**src/rtl/cop_pkg.sv**
```systemverilog
package cop_pkg;
  typedef enum logic [1:0] {
    K_PLAIN = 2'd0,
    K_ESC   = 2'd1,
    K_WAIT  = 2'd2,
    K_SPARE = 2'd3
  } ikind_t;
endpackage

```
**src/rtl/cop_host_seq.sv**
```systemverilog
module cop_host_seq
  import cop_pkg::*;
(
  input  logic       clk,
  input  logic       rst,
  input  logic       instr_valid,
  input  logic [1:0] instr_kind,
  input  logic       test_n,
  output logic       host_stall,
  output logic       esc_fire,
  output logic       retire,
  output logic [1:0] retire_kind
);
  ikind_t kind;
  logic   needs_idle;

  assign kind       = ikind_t'(instr_kind);
  assign needs_idle = (kind == K_ESC) || (kind == K_WAIT);
  assign host_stall = instr_valid && needs_idle && !test_n;
  assign esc_fire   = instr_valid && (kind == K_ESC) && !host_stall;

  always_ff @(posedge clk) begin
    if (rst) begin
      retire      <= 1'b0;
      retire_kind <= K_PLAIN;
    end else begin
      retire <= instr_valid && !host_stall;
      if (instr_valid && !host_stall) retire_kind <= instr_kind;
    end
  end

  // A wait seen while busy must not retire at the following edge
  assert_wait_hold_R4: assert property (@(posedge clk) disable iff (rst)
    (instr_valid && kind == K_WAIT && !test_n) |=> !retire);
  // A plain instruction always retires at the following edge
  assert_plain_flow_R3: assert property (@(posedge clk) disable iff (rst)
    (instr_valid && (kind == K_PLAIN || kind == K_SPARE)) |=> retire);
endmodule

```
**src/rtl/cop_engine.sv**
```systemverilog
module cop_engine #(
  parameter int OPW  = 8,
  parameter int LENW = 4
) (
  input  logic           clk,
  input  logic           rst,
  input  logic           esc_fire,
  input  logic [OPW-1:0] op_code,
  output logic           test_n,
  output logic           cop_done,
  output logic [OPW-1:0] cop_op
);
  logic [LENW-1:0] cnt;
  logic [LENW-1:0] len;

  assign len = (op_code[LENW-1:0] == '0) ? LENW'(1) : op_code[LENW-1:0];

  always_ff @(posedge clk) begin
    if (rst) begin
      test_n   <= 1'b1;
      cnt      <= '0;
      cop_done <= 1'b0;
      cop_op   <= '0;
    end else begin
      cop_done <= 1'b0;
      if (!test_n) begin
        if (cnt == LENW'(1)) begin
          test_n   <= 1'b1;
          cop_done <= 1'b1;
        end else begin
          cnt <= cnt - LENW'(1);
        end
      end
      if (esc_fire) begin
        test_n <= 1'b0;
        cnt    <= len;
        cop_op <= op_code;
      end
    end
  end

  assert_fall_R2: assert property (@(posedge clk) disable iff (rst)
    $fell(test_n) |-> $past(esc_fire));
  assert_cnt_live_R7: assert property (@(posedge clk) disable iff (rst)
    !test_n |-> (cnt != '0));
  assert_rise_R7: assert property (@(posedge clk) disable iff (rst)
    $rose(test_n) |-> ($past(cnt) == LENW'(1)));
  assert_done_R8: assert property (@(posedge clk) disable iff (rst)
    cop_done |-> (test_n && $past(!test_n)));
  assert_reset_R9: assert property (@(posedge clk) disable iff (rst)
    $past(rst) |-> (test_n && !cop_done));
endmodule

```
**src/rtl/cop_handoff_top.sv**
```systemverilog
module cop_handoff_top #(
  parameter int OPW  = 8,
  parameter int LENW = 4
) (
  input  logic           clk,
  input  logic           rst,
  input  logic           instr_valid,
  input  logic [1:0]     instr_kind,
  input  logic [OPW-1:0] op_code,
  output logic           host_stall,
  output logic           test_n,
  output logic           retire,
  output logic [1:0]     retire_kind,
  output logic [OPW-1:0] cop_op,
  output logic           cop_done
);
  logic esc_fire;

  cop_host_seq u_host (
    .clk         (clk),
    .rst         (rst),
    .instr_valid (instr_valid),
    .instr_kind  (instr_kind),
    .test_n      (test_n),
    .host_stall  (host_stall),
    .esc_fire    (esc_fire),
    .retire      (retire),
    .retire_kind (retire_kind)
  );

  cop_engine #(.OPW(OPW), .LENW(LENW)) u_cop (
    .clk      (clk),
    .rst      (rst),
    .esc_fire (esc_fire),
    .op_code  (op_code),
    .test_n   (test_n),
    .cop_done (cop_done),
    .cop_op   (cop_op)
  );

  // Escape never accepted while the coprocessor is busy
  assert_no_double_R6: assert property (@(posedge clk) disable iff (rst)
    (instr_valid && instr_kind == 2'd1 && !test_n) |=> $stable(cop_op));
endmodule

```
**config.mk**
```make
export PLATFORM = sky130hd
export DESIGN_NAME = cop_handoff_top
export DESIGN_NICKNAME = d
export VERILOG_FILES = /design/src/rtl/cop_pkg.sv /design/src/rtl/cop_host_seq.sv /design/src/rtl/cop_engine.sv /design/src/rtl/cop_handoff_top.sv
export SDC_FILE = /design/constraint.sdc
export NUM_CORES = 1
export LEC_CHECK = 0
export BUFFER_PORTS_ARGS = -buffer_cell sky130_fd_sc_hd__buf_2
export CORE_MARGIN = 1
export CORE_UTILIZATION = 50
export CTS_BUF_LIST = sky130_fd_sc_hd__clkbuf_16
export DETAILED_ROUTE_END_ITERATION = 8
export GPL_TIMING_DRIVEN = 0
export PLACE_DENSITY = 0.81
export SYNTH_ARGS = -nofsm -noshare
export SYNTH_HDL_FRONTEND = slang
export SYNTH_SLANG_ARGS = --single-unit
```
**constraint.sdc**
```tcl
create_clock -name clk -period 2.7 [get_ports clk]
set_clock_uncertainty 0.15 [all_clocks]
set_input_delay 0.675 -clock clk [delete_from_list [all_inputs] [get_ports clk]]
set_output_delay 0.675 -clock clk [all_outputs]
set_load 0.05 [all_outputs]
```
-- After elaboration in Yosys (flattened, before gate mapping)
Cells that the tools add are included.
- input bits: 13
- register bits after elaboration: 17
- logic and storage cells: 30
- reduce and logical (&&, ||, !) cells: 11
- add/sub/neg operators: 1
- equality and inequality tests: 5
- multiplexer cells: 7
- operators by type and width (kind ; number):
    4-bit two-way mux ; 4
    1-bit logical AND ; 5
    4-bit by 1-bit equality test with 1-bit output, second input constant ; 1
    4-bit logical NOT ; 1
    2-bit inequality test, second input constant ; 2
    4-bit by 1-bit subtractor with 4-bit output, second input constant ; 1
    1-bit two-way mux ; 3
    2-bit by 1-bit equality test with 1-bit output, second input constant ; 1
    2-bit equality test, second input constant ; 1
    1-bit logical NOT ; 2
    2-bit AND reduction ; 1
    2-bit OR reduction ; 1
    1-bit logical OR ; 1

-- Longest topological paths before layout
- depth after elaboration: 8
- gate-level depth with buffers: 6
- mapped depth without buffers: 5

-- Modules after synthesis
From an unflattened synthesis, not the netlist that was laid out.
- cells, all modules: 79
- area total of the unflattened synthesis: 764.5 um^2
- by module, submodules not included (module ; instances ; area an instance (um^2) ; cells an instance):
    cop_engine ; 1 ; 615.6 ; 64
    cop_host_seq ; 1 ; 148.9 ; 15

-- Least setup slack after synthesis
Ideal clock, no wire load.
- kind: input-to-output
- start: input port instr_kind[1]
- end: output port host_stall
- required time: 1.875 ns
- buffers on the path: 0
- setup slack: -0.307 ns
- cell stages on the path: 3
- arrival: 2.182 ns
- cells stage by stage: inv_1 -> ha_1 -> nor3b_1
- longest elaborated chain between the ends: 4
- elaborated cells between the ends (all ways): 5
- those cells by class: 2 x eq/ne; 3 x reduce/logical
- RTL lines (what ; RTL line ; RTL):
    from (decl) ; cop_handoff_top.sv:8 ; input logic [1:0] instr_kind,
    2-bit by 1-bit equality test with 1-bit output or 2-bit equality test (tied branches) ; cop_host_seq.sv:18 ; assign needs_idle = (kind == K_ESC) || (kind == K_WAIT);
    1-bit logical OR (*) ; cop_host_seq.sv:18 ;
    1-bit logical AND (*) (2 in series) ; cop_host_seq.sv:19 ; assign host_stall = instr_valid && needs_idle && !test_n;
    to (decl) ; cop_handoff_top.sv:10 ; output logic host_stall,
Mark *: on every way between the ends. The rest lies on a longest branch, timed or not.

-- Final worst setup path
- start: input port instr_kind[0]
- end: output port host_stall
The elaborated chain is that of the path after synthesis.

==> flow_summary.yaml <==
timing:
  layout_min_cycle_time_ps: 2390
  rsz0062_at_grt: "false"
  maxSlewViolCount: 0
  timing.final.ws_setup_ps: 307
  fin_setup_tns_ps: 0
  slew-limit-headroom: 0.661
  fmax_mhz: 418
  tightest_slew_ps: 508
  hold_violations: 0
  setup_violations: 0
  fin_hold_ws_ps: 304
  post-route-period-util: 0.886
cts:
  postCtsHoldBufs: 0
  cts_resized: 0
  cts_sinks: 17
  cts.reportedPaths.clkPinSlew_ps: 50
  clk_latency_ps: 240
  cts_setup_buffers: 0
  root_buffer: "clkbuf_16"
  cts_tree: "done"
  cts_buffer_depth: 2
  cts-buffers-inserted: 3
  htreeDepth: 1
logic_synthesis:
  synthMuxAreaShare: 0.0406
  synthSimpleGateAreaFrac: 0.212
  synth_top_family_by_area: "simple AND/OR/NAND/NOR gates"
  synth_edf_count: 0
  synth-compound-area-share: 0.173
  syn_nets: 101
  yosysSeqAreaShare: 0.460
  syn-cell-area_um2: 739
  yosysWarningCount: 0
  syn_inst: 85
  yosys.area_share.adder: 0.0508
  synth_xor_area_frac: 0
  avgSynthCellArea_um2: 8.70
  synth_seq_cells: 17
  async_flop_share: 0
  ys.flop_type: "dfxtp_1"
  ys_types: 23
floorplanning:
  die_x_um: 40.5
  die_area_mm2: 0.00164
  initial_utilization: 0.554
  io_pins: 27
  die_h_um: 40.5
  rows: 13
  coreArea_mm2: 0.00133
detailed_routing:
  wl_per_cell_um: 12.6
  detail-route-antenna-nets: 0
  first_iter_violations: 18
  routed_wl_mm: 1.64
  via_count: 709
  drcViolationCount: 0
  viasPerCell: 5.45
  drtPass1Iterations: 4
worst_hold_path:
  holdPathStages: 2
  hold_class: "flip-flop to flip-flop"
setup_path:
  r2r_cells: 5
  cp-start-kind: "input port"
  crit_arrival_ps: 1570
  worstSetupPathType: "input port to output pin"
  path_max_fanout: 4
  crit_path_max_incr_delay_ps: 340
  path_common_cell: "buf_2"
  cp.required_ps: 1880
  cp_slowest_cell: "ha_1"
  critPathCaptureType: "output pin"
  cp_cell_sequence: "buf_2 -> ha_1 -> nor3b_2 -> buf_2"
pwr:
  design_power_total_mw: 0.672
  power.density_mw_per_mm2: 690
  vdd_drop_max_mv: 0.514
  leakage_nw: 0.444
placement:
  place_ws_ps: 300
  globalplace.congestion: 0.822
  dp.cells: 126
  hpwl_mm: 1.20
  port_buffers: 26
final_layout:
  layout.cells.non_filler: 130
  antennaDiodeCount: 0
  multi_input_area_um2: 357
  seqCellArea_um2: 340
  fillerInstances: 112
  syn_to_final_growth_pct: 31.6
  drive_gt1_frac: 0.296
  nets: 132
global_routing:
  antenna_found_initial: 0
  grt_pass1_wl_mm: 2.36
  first_global_vias: 559
  grt_usage: 0.216
  grt_max_degree: 11
  gr-total-overflow: 0
job:
  max_cap_violations: 0
outcome:
  status: "complete, no violations"
-- sequential cells by signal, summed over array words and instances (netlist names) --
signal and count:
u_cop.cnt 4, u_cop.cop_op 8, u_cop.test_n 1, u_cop.cop_done 1
u_host.retire_kind 2, u_host.retire 1
-- cell usage in the layout, fill, tap and decap left out, drive strengths merged --
master / synthesis / layout
nand2: 17 / 17
nor2: 5 / 5
nor4: 1 / 1
mux2i: 3 / 3
clkbuf: 2 / 5
or4b: 1 / 1
o211ai: 2 / 2
o211a: 2 / 2
nand2b: 1 / 1
nor3: 3 / 3
dfxtp: 17 / 17
ha: 3 / 3
inv: 4 / 4
nor3b: 2 / 2
buf: 2 / 28
o41ai: 1 / 1
o21ai: 4 / 4
o2111ai: 1 / 1
clkinv: 0 / 1
a21oi: 11 / 11
nor2b: 1 / 1
nor4b: 1 / 1
or3: 1 / 1
-- where the power goes --
part,switching [mW],internal [mW],total [mW]
Clock,0.0956,0.198,0.294
Sequential,0.00939,0.265,0.274
Combinational,0.0676,0.0365,0.104
-- area by class of cell --
cell class                 count  area share
sequential                    17       0.350
tap                           15      0.0193
clock inverter                 1     0.00514
buffer                         4      0.0334
multi-input combinational     60       0.366
inverter                       4      0.0154
clock buffer                   3      0.0771
timing repair buffer          26       0.134
-- per-layer routing --
| metal | track usage | wire, um | vias up |
|---|---|---|---|
| met1 | 0.284 | 708 | 333 |
| met5 | 0 | 0 | - |
| met3 | 0.0500 | 68 | 0 |
| met4 | 0.0250 | 0 | 0 |
| met2 | 0.365 | 867 | 24 |
| li1 | - | - | 352 |
-- path summary, 6_finish.rpt --
path | from | end | slack [ps]
min reg2reg | u_cop.cop_op[2]$_SDFFE_PP0N_ | u_cop.cop_op[2]$_SDFFE_PP0N_ | 300
max | instr_kind[0] | host_stall | 310
min | u_cop.cop_op[2]$_SDFFE_PP0N_ | u_cop.cop_op[2]$_SDFFE_PP0N_ | 300
max reg2reg | u_cop.cnt[1]$_SDFFE_PP0P_ | u_cop.cnt[1]$_SDFFE_PP0P_ | 1100
-- cell usage after synthesis, types with 2 or more instances --
| cell | count | area (um^2) |
|---|---|---|
| nor2_1 | 5 | 18.8 |
| inv_1 | 4 | 15.0 |
| o211a_1 | 2 | 20.0 |
| o21ai_0 | 4 | 20.0 |
| ha_1 | 3 | 37.5 |
| nor3_1 | 3 | 15.0 |
| a21oi_1 | 11 | 55.1 |
| dfxtp_1 | 17 | 340 |
| o211ai_1 | 2 | 15.0 |
| mux2i_1 | 3 | 30.0 |
| buf_4 | 2 | 15.0 |
| nor3b_1 | 2 | 15.0 |
| nand2_1 | 17 | 63.8 |
-- kinds of logic (layout without fill, tap and decap cells) --
logic type,Yosys count,in the layout
and+or+nand+nor,33,33
adders and majority gates,3,3
buffers and inverters,8,38
AOI/OAI and AO/OA,21,21
muxes,3,3
DFF,17,17
-- critical path, delay by kind of cell --
kind | cells | cell delay, ps
fa+ha+maj | 1 | 340
buf+inv | 2 | 380
simple gates | 1 | 180
-- through the flow --
stage	cell area, um^2	utilization
2_1_floorplan	744	-
3_3_place_gp	893	0.670
3_5_place_dp	893	0.670
4_1_cts	973	0.730
5_1_grt	973	0.730
6_report	973	0.730
(Power assumes the default switching activity.)
